$ cat src/rtl/dlb_pol_pkg.sv
package dlb_pol_pkg;
  typedef enum logic [1:0] {
    MODE_LINE   = 2'd0,
    MODE_DATA   = 2'd1,
    MODE_FRM_HI = 2'd2,
    MODE_FRM_LO = 2'd3
  } meter_mode_e;

  localparam int unsigned FRM_COST       = 10;
  localparam int unsigned BYTE_BURST_MUL = 4096;
  localparam int unsigned HI_BURST_MUL   = 328;
  localparam int unsigned LO_BURST_MUL   = 3;
  localparam int unsigned BYTE_BURST_MAX = 60;
  localparam int unsigned HI_BURST_MAX   = 127;
  localparam int unsigned LO_BURST_MAX   = 61;
  localparam int unsigned HI_RATE_MUL    = 100;
endpackage

$ cat src/rtl/pol_tick.sv
module pol_tick #(
  parameter int TICK_DIV = 16
) (
  input  logic clk,
  input  logic rst_n,
  output logic tick
);
  localparam int CW = (TICK_DIV > 1) ? $clog2(TICK_DIV) : 1;
  localparam logic [CW-1:0] LAST = CW'(TICK_DIV - 1);

  logic [CW-1:0] cnt_q, cnt_d;

  always_comb begin
    tick  = (cnt_q == LAST);
    cnt_d = tick ? '0 : cnt_q + CW'(1);
  end

  always_ff @(posedge clk or negedge rst_n) begin
    if (!rst_n) cnt_q <= '0;
    else        cnt_q <= cnt_d;
  end
endmodule

$ cat src/rtl/pol_meter.sv
module pol_meter
  import dlb_pol_pkg::*;
#(
  parameter int LEN_W   = 14,
  parameter int GAP_W   = 5,
  parameter int RATE_W  = 16,
  parameter int BURST_W = 7,
  parameter int STATE_W = 23
) (
  input  logic [1:0]         mode,
  input  logic [GAP_W-1:0]   gap,
  input  logic [LEN_W-1:0]   len,
  input  logic               dual,
  input  logic               couple,
  input  logic [RATE_W-1:0]  pir,
  input  logic [RATE_W-1:0]  cir,
  input  logic [BURST_W-1:0] pburst,
  input  logic [BURST_W-1:0] cburst,
  output logic [STATE_W-1:0] cost,
  output logic [STATE_W-1:0] peak_thr,
  output logic [STATE_W-1:0] commit_thr,
  output logic [STATE_W:0]   peak_drain,
  output logic [STATE_W:0]   commit_drain
);
  localparam int DW = STATE_W + 1;

  meter_mode_e m;
  logic [RATE_W:0] peak_rate;

  function automatic logic [STATE_W-1:0] burst_thr(input meter_mode_e md,
                                                   input logic [BURST_W-1:0] b);
    int unsigned bv, lim, mul;
    bv = 32'(b);
    case (md)
      MODE_FRM_HI: begin lim = HI_BURST_MAX;   mul = HI_BURST_MUL;   end
      MODE_FRM_LO: begin lim = LO_BURST_MAX;   mul = LO_BURST_MUL;   end
      default:     begin lim = BYTE_BURST_MAX; mul = BYTE_BURST_MUL; end
    endcase
    if (bv > lim) bv = lim;
    return STATE_W'(bv * mul);
  endfunction

  function automatic logic [DW-1:0] scale_rate(input meter_mode_e md,
                                               input logic [RATE_W:0] r);
    if (md == MODE_FRM_HI) return DW'(32'(r) * HI_RATE_MUL);
    return DW'(r);
  endfunction

  always_comb begin
    m = meter_mode_e'(mode);
    case (m)
      MODE_LINE: cost = STATE_W'(len) + STATE_W'(gap);
      MODE_DATA: cost = STATE_W'(len);
      default:   cost = STATE_W'(FRM_COST);
    endcase
    peak_thr     = burst_thr(m, pburst);
    commit_thr   = burst_thr(m, cburst);
    peak_rate    = {1'b0, pir} + ((dual && couple) ? {1'b0, cir} : '0);
    peak_drain   = scale_rate(m, peak_rate);
    commit_drain = scale_rate(m, {1'b0, cir});
  end
endmodule

$ cat src/rtl/pol_bucket.sv
module pol_bucket #(
  parameter int STATE_W = 23
) (
  input  logic               clk,
  input  logic               rst_n,
  input  logic               tick,
  input  logic [STATE_W:0]   drain,
  input  logic               add_en,
  input  logic [STATE_W-1:0] add_amt,
  input  logic               wr_en,
  input  logic [STATE_W-1:0] wr_data,
  output logic [STATE_W-1:0] fill
);
  localparam int DW = STATE_W + 1;

  logic [DW-1:0]      fill_x, drained, summed;
  logic [STATE_W-1:0] fill_d;
  logic               upd_en;

  always_comb begin
    fill_x  = {1'b0, fill};
    drained = fill_x;
    if (tick) drained = (drain >= fill_x) ? '0 : fill_x - drain;
    // Both operands are below 2^STATE_W, so the sum fits DW bits.
    summed  = drained + (add_en ? {1'b0, add_amt} : '0);
    if (wr_en)               fill_d = wr_data;
    else if (summed[STATE_W]) fill_d = '1;
    else                      fill_d = summed[STATE_W-1:0];
    upd_en  = wr_en | tick | add_en;
  end

  always_ff @(posedge clk or negedge rst_n) begin
    if (!rst_n)      fill <= '0;
    else if (upd_en) fill <= fill_d;
  end
endmodule

$ cat src/rtl/dlb_policer.sv
module dlb_policer
  import dlb_pol_pkg::*;
#(
  parameter int TICK_DIV = 16,
  parameter int LEN_W    = 14,
  parameter int GAP_W    = 5,
  parameter int RATE_W   = 16,
  parameter int BURST_W  = 7,
  parameter int STATE_W  = 23
) (
  input  logic               clk,
  input  logic               rst_n,
  input  logic [1:0]         cfg_mode,
  input  logic [GAP_W-1:0]   cfg_gap,
  input  logic               cfg_overshoot,
  input  logic               cfg_dual,
  input  logic               cfg_couple,
  input  logic [RATE_W-1:0]  cfg_pir,
  input  logic [BURST_W-1:0] cfg_pburst,
  input  logic [RATE_W-1:0]  cfg_cir,
  input  logic [BURST_W-1:0] cfg_cburst,
  input  logic               st_wr_peak,
  input  logic               st_wr_commit,
  input  logic [STATE_W-1:0] st_wdata,
  input  logic               frm_valid,
  input  logic [LEN_W-1:0]   frm_len,
  output logic               verdict_valid,
  output logic               verdict_drop,
  output logic               verdict_oop,
  output logic [STATE_W-1:0] peak_fill,
  output logic [STATE_W-1:0] commit_fill
);
  localparam int NB = 2;  // index 0: peak, 1: committed

  // Reset asserted asynchronously, released on the clock.
  logic rst_meta_q, rst_sync_n;
  always_ff @(posedge clk or negedge rst_n) begin
    if (!rst_n) begin
      rst_meta_q <= 1'b0;
      rst_sync_n <= 1'b0;
    end else begin
      rst_meta_q <= 1'b1;
      rst_sync_n <= rst_meta_q;
    end
  end

  logic               tick;
  logic [STATE_W-1:0] cost, peak_thr, commit_thr;
  logic [STATE_W:0]   peak_drain, commit_drain;

  pol_tick #(.TICK_DIV(TICK_DIV)) u_tick (
    .clk(clk), .rst_n(rst_sync_n), .tick(tick)
  );

  pol_meter #(
    .LEN_W(LEN_W), .GAP_W(GAP_W), .RATE_W(RATE_W),
    .BURST_W(BURST_W), .STATE_W(STATE_W)
  ) u_meter (
    .mode(cfg_mode), .gap(cfg_gap), .len(frm_len),
    .dual(cfg_dual), .couple(cfg_couple),
    .pir(cfg_pir), .cir(cfg_cir),
    .pburst(cfg_pburst), .cburst(cfg_cburst),
    .cost(cost), .peak_thr(peak_thr), .commit_thr(commit_thr),
    .peak_drain(peak_drain), .commit_drain(commit_drain)
  );

  logic [STATE_W-1:0] fill_a [NB];
  logic [STATE_W-1:0] thr_a  [NB];
  logic [STATE_W:0]   drn_a  [NB];
  logic               wr_a   [NB];
  logic               add_a  [NB];
  logic               exc_a  [NB];

  always_comb begin
    thr_a[0] = peak_thr;   thr_a[1] = commit_thr;
    drn_a[0] = peak_drain; drn_a[1] = commit_drain;
    wr_a[0]  = st_wr_peak; wr_a[1]  = st_wr_commit;
  end

  genvar gi;
  generate
    for (gi = 0; gi < NB; gi++) begin : g_bkt
      always_comb begin
        if (cfg_overshoot)
          exc_a[gi] = (fill_a[gi] > thr_a[gi]);
        else
          exc_a[gi] = ({1'b0, fill_a[gi]} + {1'b0, cost}) > {1'b0, thr_a[gi]};
      end

      pol_bucket #(.STATE_W(STATE_W)) u_bkt (
        .clk(clk), .rst_n(rst_sync_n), .tick(tick),
        .drain(drn_a[gi]), .add_en(add_a[gi]), .add_amt(cost),
        .wr_en(wr_a[gi]), .wr_data(st_wdata), .fill(fill_a[gi])
      );
    end
  endgenerate

  logic v_valid_d, v_drop_d, v_oop_d;

  always_comb begin
    add_a[0]  = frm_valid && !exc_a[0];
    add_a[1]  = frm_valid && cfg_dual && !exc_a[0] && !exc_a[1];
    v_valid_d = frm_valid;
    v_drop_d  = frm_valid && exc_a[0];
    v_oop_d   = frm_valid && cfg_dual && !exc_a[0] && exc_a[1];
  end

  always_ff @(posedge clk or negedge rst_sync_n) begin
    if (!rst_sync_n) begin
      verdict_valid <= 1'b0;
      verdict_drop  <= 1'b0;
      verdict_oop   <= 1'b0;
    end else begin
      verdict_valid <= v_valid_d;
      verdict_drop  <= v_drop_d;
      verdict_oop   <= v_oop_d;
    end
  end

  assign peak_fill   = fill_a[0];
  assign commit_fill = fill_a[1];
endmodule

$ cat config.mk
export PLATFORM = sky130hd
export DESIGN_NAME = dlb_policer
export DESIGN_NICKNAME = d
export VERILOG_FILES = /design/src/rtl/dlb_pol_pkg.sv /design/src/rtl/pol_tick.sv /design/src/rtl/pol_meter.sv /design/src/rtl/pol_bucket.sv /design/src/rtl/dlb_policer.sv
export SDC_FILE = /design/constraint.sdc
export NUM_CORES = 1
export LEC_CHECK = 0
export CORE_MARGIN = 8
export CORE_UTILIZATION = 25
export DETAILED_ROUTE_END_ITERATION = 16
export GPL_TIMING_DRIVEN = 0
export SLEW_MARGIN = 0
export SYNTH_ARGS = -nofsm -noshare
export SYNTH_HDL_FRONTEND = slang
export SYNTH_SLANG_ARGS = --single-unit
export TNS_END_PERCENT = 5
$ cat constraint.sdc
create_clock -name clk -period 2.2 [get_ports clk]
set_input_delay 0.44 -clock clk [delete_from_list [all_inputs] [get_ports clk]]
set_output_delay 0.44 -clock clk [all_outputs]
set_load 0.01 [all_outputs]
Yosys cells after proc, flatten, opt, wreduce, memory -nomap -nowiden
Index checks and enable logic that the tools add are counted.

storage, ports and cells
  output and inout bits = 49
  memories kept = 0
  memory bits (read-only) = 0
  memory bits (writable) = 0
  logic and storage cells = 71
  bits in registers = 55
  latch bits = 0

operators by class
  div/mod/pow operators = 0
  bitwise logic cells = 4
  multipliers = 4
  multiplexer cells = 24
  add/subtract/negate cells = 9
  $lt $le $gt $ge = 8
  equal/unequal tests = 4
  shift operators = 0
  reduce and logical (&&, ||, !) cells = 10

operators by type and width
  cell                   count
  $mux 24                8
  $mux 23                6
  $add 23x23->24         2
  $add 24x24->24         2
  $ge 24x23->1           2
  $gt 24x23->1           2
  $sub 23x24->24         2
  $gt 23x23->1           2
  $pmux 23 s2            1
  $mul 32x13->23         1
  $mux 32                1
  $pmux 13 s2            1
  $mul 17x5->22 const B  1
  $mul 16x5->21 const B  1
  $mul 7x13->20          1
  $add 16x17->17         1
  $mux 16                1
  $add 14x5->15          1
  $gt 7x7->1             2
  $pmux 7 s2             1
  $logic_and 1x1->1      7
  $mux 7                 1
  $add 4x1->4 const B    1
  $eq 2x2->1 const B     2
  7 further kinds        13

Depth between registers and ports, before layout
Gate-level depths: netlist of run 1.

  depth in word-level cells = 14
  gate-level depth with buffers = 57
  gate-level depth less buffers = 51

Modules after synthesis
From an unflattened synthesis of run 1, not the netlist that was laid out.

second synthesis, totals
  cell total of the unflattened synthesis = 2725
  area total of the unflattened synthesis = 20671.1 µm²

modules (own cells, without submodules)
  module                       area each (µm²)  cells an instance  times used  sequential area each (µm²)
  pol_meter                    8256.7           1076               1           0.0
  dlb_policer                  4500.6           592                1           125.1
  pol_bucket (g_bkt[1].u_bkt)  4078.9           555                1           575.6
  pol_bucket (g_bkt[0].u_bkt)  3666.0           489                1           575.6
  pol_tick                     168.9            13                 1           100.1

Worst setup path before layout of run 1
No wires, ideal clock.

  path type = input to register
  start point = in cfg_mode[1]
  end point = reg g_bkt[1].u_bkt.fill[12]
  cell stages on the path = 55
  slack = -9354 ps
  arrival = 11422 ps
  path buffers = 7
  cells stage by stage = clkbuf_1 -> nor2b_1 -> buf_2 -> clkinv_1 -> clkbuf_1 -> buf_1 -> ha_1 -> nand3_1 -> nor2_1 -> nor2_1 -> a31oi_1 -> nor2_1 -> or2_2 -> inv_1 -> ha_1 -> fa_1 -> ha_1 -> ha_1 -> [19 not listed] -> a31oi_4 -> or2_1 -> buf_6 -> buf_12 -> nor2_2 -> ha_1 -> a211oi_1 -> nor2_1 -> or4_1 -> a31oi_1 -> a21oi_1 -> a21o_1 -> a311o_1 -> nand2_1 -> o41ai_4 -> buf_2 -> o221ai_1 -> o21ai_0

on the way
  word-level cells in the longest chain between the ends = 14

ends and longest elaborated chain
  what                                                 line                                  source
  start: declaration                                   dlb_policer.sv:13                     input logic [1:0] cfg_mode,
  $eq 2x2->1, on equally long branches                 pol_meter.sv:34, pol_meter.sv:45
  $pmux 7 s2                                           pol_meter.sv:34                       case (md)
  $gt 7x7->1                                           pol_meter.sv:39                       if (bv > lim) bv = lim;
  $mux 32                                              pol_meter.sv:39
  $mul 32x13->23                                       pol_meter.sv:40                       return STATE_W'(bv * mul);
  $gt 24x23->1 / $gt 23x23->1 (equally long branches)  dlb_policer.sv:87, dlb_policer.sv:85
  $mux 1                                               dlb_policer.sv:84                     if (cfg_overshoot)
  $logic_not 1->1                                      dlb_policer.sv:102                    add_a[1] = frm_valid && cfg_dual && !exc_a[0] && !exc_a[1];
  $logic_and 1x1->1 (2 in series)                      dlb_policer.sv:102
  $mux 23                                              pol_bucket.sv:25                      summed = drained + (add_en ? {1'b0, add_amt} : '0);
  $add 24x24->24                                       pol_bucket.sv:25
  $mux 23                                              pol_bucket.sv:27                      else if (summed[STATE_W]) fill_d = '1;
  $mux 23                                              pol_bucket.sv:26                      if (wr_en) fill_d = wr_data;
  end signal: assignment                               pol_bucket.sv:34                      else if (upd_en) fill <= fill_d;
  end: declaration                                     pol_bucket.sv:12                      output logic [STATE_W-1:0] fill

Parallel ways exist; a longest one is shown, timed or not.
A chain may end at the register's enable or synchronous reset.

Worst setup path in the final report of run 1
  start point = in cfg_mode[1]
  end point = reg g_bkt[1].u_bkt.fill[3]

The elaborated chain is that of the path after synthesis.

==> flow_metrics.tcl, run 1 <==
set metrics [dict create \
    outcome "finished, violations left" \
    violations "setup timing" \
    netlist_area_mm2 0.0188 \
    yosys.area.top_type_share_pct 30.0 \
    synth-main-ff-cell "dfrtp_1" \
    arrival_ns 10.63 \
    cap_viol_max_count 0 \
    num_io_pins 147 \
    r2r_start "g_bkt[0].u_bkt.fill[1]$_DFFE_PN0P_" \
    vdd_drop_max_uv 401 \
    crit_top_cell "ha_4" \
    yosys_warnings 0 \
    cp_max_fo 7 \
    track_usage_pct 14.7 \
    post-route-period-util_pct 475 \
    path_clk_slew_ns 0.08 \
    reg2reg_depth 33 \
    drt-initial-drc-count 1341 \
    r2r-end "g_bkt[1].u_bkt.fill[18]$_DFFE_PN0P_" \
    cts_num_sinks 55 \
    synth_area_leaders "ha_1 (30%), dfrtp_1 (7.3%), fa_1 (5.2%)" \
    slew_violations 0 \
    syn_nets 3021 \
    min_period_ns 10.45 \
    synthCells 2424 \
    wl_per_cell_um 18.1 \
    layout-drive-gt1-share_pct 11.6 \
    grt_pass1_vias 17500 \
    max_slew_margin_pct 5.13 \
    clockBufferDepth 2 \
    power_leakage_nw 10.7 \
    reg2reg_slack_ns -5.41 \
    setup_violations 48 \
    hpwlAfterDp_mm 55.9 \
    synth_area_leader_cell "ha_1" \
    skew_ns 0.0159 \
    first_pass_iters 5 \
    final_cell_mix "ha_1 (422), inv_1 (249), nor2_1 (179), a21oi_1 (155), nand2_1 (151)" \
    clock_latency_ns 0.31 \
    die_width_um 290 \
    grt_max_degree 42 \
    gp_congestion 0.942 \
    core_area_mm2 0.0743 \
    grt_setup_unrepaired "yes" \
    wirelength_mm 65.2 \
    placed_cell_area_mm2 0.0217 \
    worstHoldPathType "register to async pin" \
    cts-root-buf "clkbuf_16" \
    worstMarginPinSlew_ns 1.41 \
    grt_pass1_wl_mm 99.0 \
    ys_async_sr_fraction_pct 100 \
    synth_cell_types 96 \
    grt_overflow 0 \
    final_nets 3236 \
    cts_buffers 5 \
    final_common_cell "ha_1" \
    dp_slack_ns -10.71 \
    fp.dieArea_mm2 0.0840 \
    area_growth_pct 24.2 \
    viasPerCell 5.08 \
    final_area_mm2 0.0233 \
    fin_ws_ns -8.25 \
    synth_edf_count 0 \
    fmax_mhz 95.7 \
    ant_nets 0 \
    vias 18300 \
    antenna_cells 0 \
    ys_seq_elements 55 \
    die_y_um 290 \
    critPathLaunchType "input port" \
    cp_slowest_cell "fa_1" \
    cts_htree_levels 2 \
    powerDensity_mw_per_mm2 910 \
    tns_ns -383.37 \
    initial_core_util_pct 25.2 \
    cts_tree "done" \
    drc 0 \
    required_ns 2.38 \
    hold_viol 0 \
    antenna_found_initial 0 \
    final_core_util_pct 31.3 \
    max_stage_delay_ns 0.49 \
    endpoint_kind "register" \
    rows 100 \
    criticalPathCategory "input port to register" \
    power_mw 21.2 \
    ys_seq_area_share_pct 7.34 \
    synth_area_per_cell_um2 7.74 \
    io_buffers 145 \
]
==> worst max-delay path, delay by kind of cell <==
family          cells  cell delay (ns)
fa+ha+maj           9             2.48
mux                 1             0.31
compound gates     22             3.68
xor+xnor            1             0.27
simple gates       13             2.32
buf+inv             8             1.10
==> state kept, by name, indices dropped and copies added, names as in the netlist <==
register,cells
u_tick.cnt_q,4
verdict_valid,1
g_bkt.u_bkt.fill,46
rst_meta_q,1
verdict_drop,1
verdict_oop,1
rst_sync_n,1
==> metrics by stage <==
step | cells | hold slack [ns]
2_1_floorplan | 2424 | 0.144
3_3_place_gp | 3538 | 0.336
3_5_place_dp | 3539 | 0.166
4_1_cts | 3588 | 0.159
5_1_grt | 3609 | 0.182
6_report | 3609 | 0.140
==> per-layer routing <==
layer	share of wire [%]	wire (um)	vias to the layer above	GRT usage, %
met5	0	0	-	0
met4	3.1	2020	0	4.29
met1	48	31400	8470	20.8
met3	6.7	4350	67	2.09
met2	42	27400	543	22.9
li1	-	-	9239	-
==> cell type report <==
type	count	area (um^2)
multi-input combinational	2055	17200
timing repair buffer	210	2020
sequential	55	1380
tap	969	1210
fill	7989	51000
inverter	253	965
buffer	59	398
clock buffer	8	156
==> worst max-delay path by stage <==
stage / from / end / slack (ns)
detailed placement: cfg_mode[0] / g_bkt[1].u_bkt.fill[18]$_DFFE_PN0P_ / -10.71
CTS: cfg_mode[1] / g_bkt[1].u_bkt.fill[3]$_DFFE_PN0P_ / -8.51
global placement: cfg_mode[0] / g_bkt[1].u_bkt.fill[9]$_DFFE_PN0P_ / -10.63
global route: cfg_mode[1] / g_bkt[1].u_bkt.fill[3]$_DFFE_PN0P_ / -8.74
finish: cfg_mode[1] / g_bkt[1].u_bkt.fill[3]$_DFFE_PN0P_ / -8.25
floorplan: cfg_mode[1] / g_bkt[1].u_bkt.fill[12]$_DFFE_PN0P_ / -8.08
==> where the power goes <==
group / leakage, nW / internal, mW / switching (mW) / total, mW
logic: 9.99 / 7.76 / 10.0 / 17.8
clock network: 0.0772 / 0.487 / 0.401 / 0.889
registers: 0.645 / 1.34 / 1.18 / 2.51
==> cell usage after synthesis, types with 24 or more instances <==
master	count
a211oi_1	28
a21o_1	60
a21oi_1	176
and3_1	34
clkbuf_1	36
dfrtp_1	55
fa_1	49
ha_1	450
inv_1	252
nand2_1	155
nand2b_1	33
nand3_1	54
nand4_1	25
nor2_1	199
nor3_1	56
o21a_1	28
o21ai_0	141
o21ai_1	27
o221ai_1	24
o22ai_1	43
xnor2_1	105
xor2_1	55
==> kinds of logic (layout without fill, tap and decap cells) <==
kind of cell	Yosys count	count (layout)	share of synthesized area [%]
muxes	14	14	0.761
and+or+nand+nor	687	687	18.1
AOI/OAI and AO/OA	694	694	24.3
other	1	1	0.0200
adders and majority gates	499	499	35.3
buffers and inverters	314	530	6.69
DFF	55	55	7.34
xor gates and xnor gates	160	160	7.47
==> what timing repair did <==
item | in CTS | in global routing
setup buffers | 38 | 23
pin swaps | 87 | 72
hold buffers | 0 | 0
gates cloned | 3 | 0
resized for setup | 129 | 79
endpoints found under the setup margin | 49 | 49
Power figures use the tool's default switching activity.
==> run 2: changes to the inputs <==
--- a/config.mk
+++ b/config.mk
@@ -6,7 +6,7 @@
 export NUM_CORES = 1
 export LEC_CHECK = 0
 export CORE_MARGIN = 8
-export CORE_UTILIZATION = 25
+export CORE_UTILIZATION = 39
 export DETAILED_ROUTE_END_ITERATION = 16
 export GPL_TIMING_DRIVEN = 0
 export SLEW_MARGIN = 0
==> flow_metrics.tcl, run 2 (synthesized netlist as in run 1, its figures left out) <==
set metrics [dict create \
    outcome "finished, violations left" \
    violations "setup timing" \
    first_pass_iters 5 \
    hold_ws_ns 0.191 \
    cts-root-buf "clkbuf_16" \
    setup_violations 48 \
    viasPerCell 5.72 \
    endpoint_kind "register" \
    final_nets 3242 \
    fp.dieArea_mm2 0.0554 \
    gp_congestion 0.995 \
    io_buffers 145 \
    largest_reg_flops 46 \
    die_width_um 235 \
    ant_nets 0 \
    arrival_ns 10.70 \
    crit_top_cell "ha_4" \
    cp_slowest_cell "fa_2" \
    final_area_mm2 0.0228 \
    required_ns 2.39 \
    criticalPathCategory "input port to register" \
    num_io_pins 147 \
    rows 80 \
    vdd_drop_max_uv 411 \
    power_leakage_nw 10.7 \
    cts_buffers 5 \
    cts_htree_levels 2 \
    antenna_found_initial 1 \
    wl_per_cell_um 19.9 \
    post-route-period-util_pct 478 \
    wirelength_mm 64.9 \
    fillers 4748 \
    cts_tree "done" \
    hpwlAfterDp_mm 55.7 \
    cp_top_family "compound AO/OA/AOI/OAI gates" \
    layout-drive-gt1-share_pct 11.5 \
    ctsHoldBuffers 0 \
    skew_ns 0.0154 \
    clock_latency_ns 0.31 \
    grt_max_degree 38 \
    critPathLaunchType "input port" \
    drt-initial-drc-count 983 \
    grt_overflow 0 \
    power_mw 21.4 \
    cap_viol_max_count 0 \
    top_regs "g_bkt.u_bkt.fill (46), u_tick.cnt_q (4)" \
    critPathBufInv 8 \
    antenna_cells 0 \
    core_area_mm2 0.0476 \
    final_common_cell "ha_1" \
    min_period_ns 10.51 \
    cts_num_sinks 55 \
    worstMarginPinSlew_ns 1.29 \
    clockBufferDepth 2 \
    worstHoldPathType "register to async pin" \
    max_slew_margin_pct 13.3 \
    powerDensity_mw_per_mm2 938 \
    final_cell_mix "ha_1 (429), inv_1 (251), nor2_1 (179), a21oi_1 (158), nand2_1 (152)" \
    initial_core_util_pct 39.4 \
    fmax_mhz 95.1 \
    grt_pass1_vias 18800 \
    slew_violations 0 \
    grt_pass1_wl_mm 102 \
    top_register "g_bkt.u_bkt.fill" \
    cp_max_fo 7 \
    area_growth_pct 21.6 \
    hold_viol 0 \
    max_stage_delay_ns 0.56 \
    track_usage_pct 22.7 \
    die_y_um 235 \
    fin_ws_ns -8.31 \
    drc 0 \
    placed_cell_area_mm2 0.0213 \
    grt_setup_unrepaired "yes" \
    path_clk_slew_ns 0.07 \
    vias 18700 \
]
run 2: changes by cell type in the layout (fill, tap and decap cells not counted), sizes merged:
| cell | previous run | this run |
|---|---|---|
| dlygate4sd2 | 1 | 0 |
| clkdlybuf4s15 | 0 | 1 |
| clkbuf | 44 | 39 |
| bufinv | 0 | 1 |
| clkinvlp | 0 | 1 |
| bufbuf | 1 | 0 |
| buf | 88 | 98 |
run 2: repair_timing:
item                       in CTS  in global routing
gates cloned                    2                  0
resized for setup             131                 68
pin swaps                      72                 72
setup endpoints to repair      49                 49
buffers inserted               44                 22
run 2: area by class of cell:
class	count	area (um^2)	area share, %
plain buffers	60	408	1.79
clock buffers	6	129	0.565
clock inverters	2	37.5	0.165
inverters	253	962	4.22
multi-input cells	2055	17100	75.1
flip-flops and latches	55	1380	6.04
well taps	615	769	3.37
repair buffers	215	2010	8.79
run 2: routing by layer:
layer,vias to the layer above,GRT usage [%],share of wire [%],routed length (um)
li1,9233,-,-,-
met1,8876,29.5,45,29500
met2,450,38.5,46,29900
met3,105,1.53,3.9,2520
met4,0,9.46,4.6,2970
met5,-,0,0,0
run 2: power by group:
group          switching, mW  leakage (nW)  internal, mW  total (mW)
combinational           10.1          10.0          7.82        18.0
sequential              1.15         0.645          1.34        2.48
clock                  0.419        0.0771         0.540       0.959
total                   11.7          10.7          9.69        21.4
run 2: final timing paths:
kind,start,to,slack [ns],depth (start not counted)
max in group asynchronous,rst_sync_n$_DFF_PN0_,g_bkt[1].u_bkt.fill[20]$_DFFE_PN0P_,1.45,1
setup reg to reg,g_bkt[0].u_bkt.fill[2]$_DFFE_PN0P_,g_bkt[1].u_bkt.fill[18]$_DFFE_PN0P_,-5.46,31
hold / removal,rst_sync_n$_DFF_PN0_,verdict_valid$_DFF_PN0_,0.19,0
hold reg to reg,rst_sync_n$_DFF_PN0_,verdict_valid$_DFF_PN0_,0.19,0
setup / recovery,cfg_mode[1],g_bkt[1].u_bkt.fill[18]$_DFFE_PN0P_,-8.31,53
min in group clk,rst_meta_q$_DFF_PN0_,rst_sync_n$_DFF_PN0_,0.35,0
run 2: metrics by stage:
stage	worst slack (ns)	cells	utilization (%)	setup TNS [ns]
2_1_floorplan	-8.08	2424	-	-369.63
3_5_place_dp	-10.62	3186	44.7	-491.23
5_1_grt	-8.74	3261	47.9	-409.86
6_report	-8.31	3261	47.9	-389.06
3_3_place_gp	-10.52	3184	44.6	-495.08
4_1_cts	-8.45	3240	46.9	-394.42
run 2: worst register-to-register path: cells and delay by family, from the launching register on:
kind                     cells  cell delay (ns)
XOR/XNOR                     2             0.41
AO/OA/AOI/OAI               13             2.97
flip-flops                   1             0.53
AND/OR/NAND/NOR             11             2.16
adder cells (fa/ha/maj)      4             1.42
buffers and inverters        1             0.13
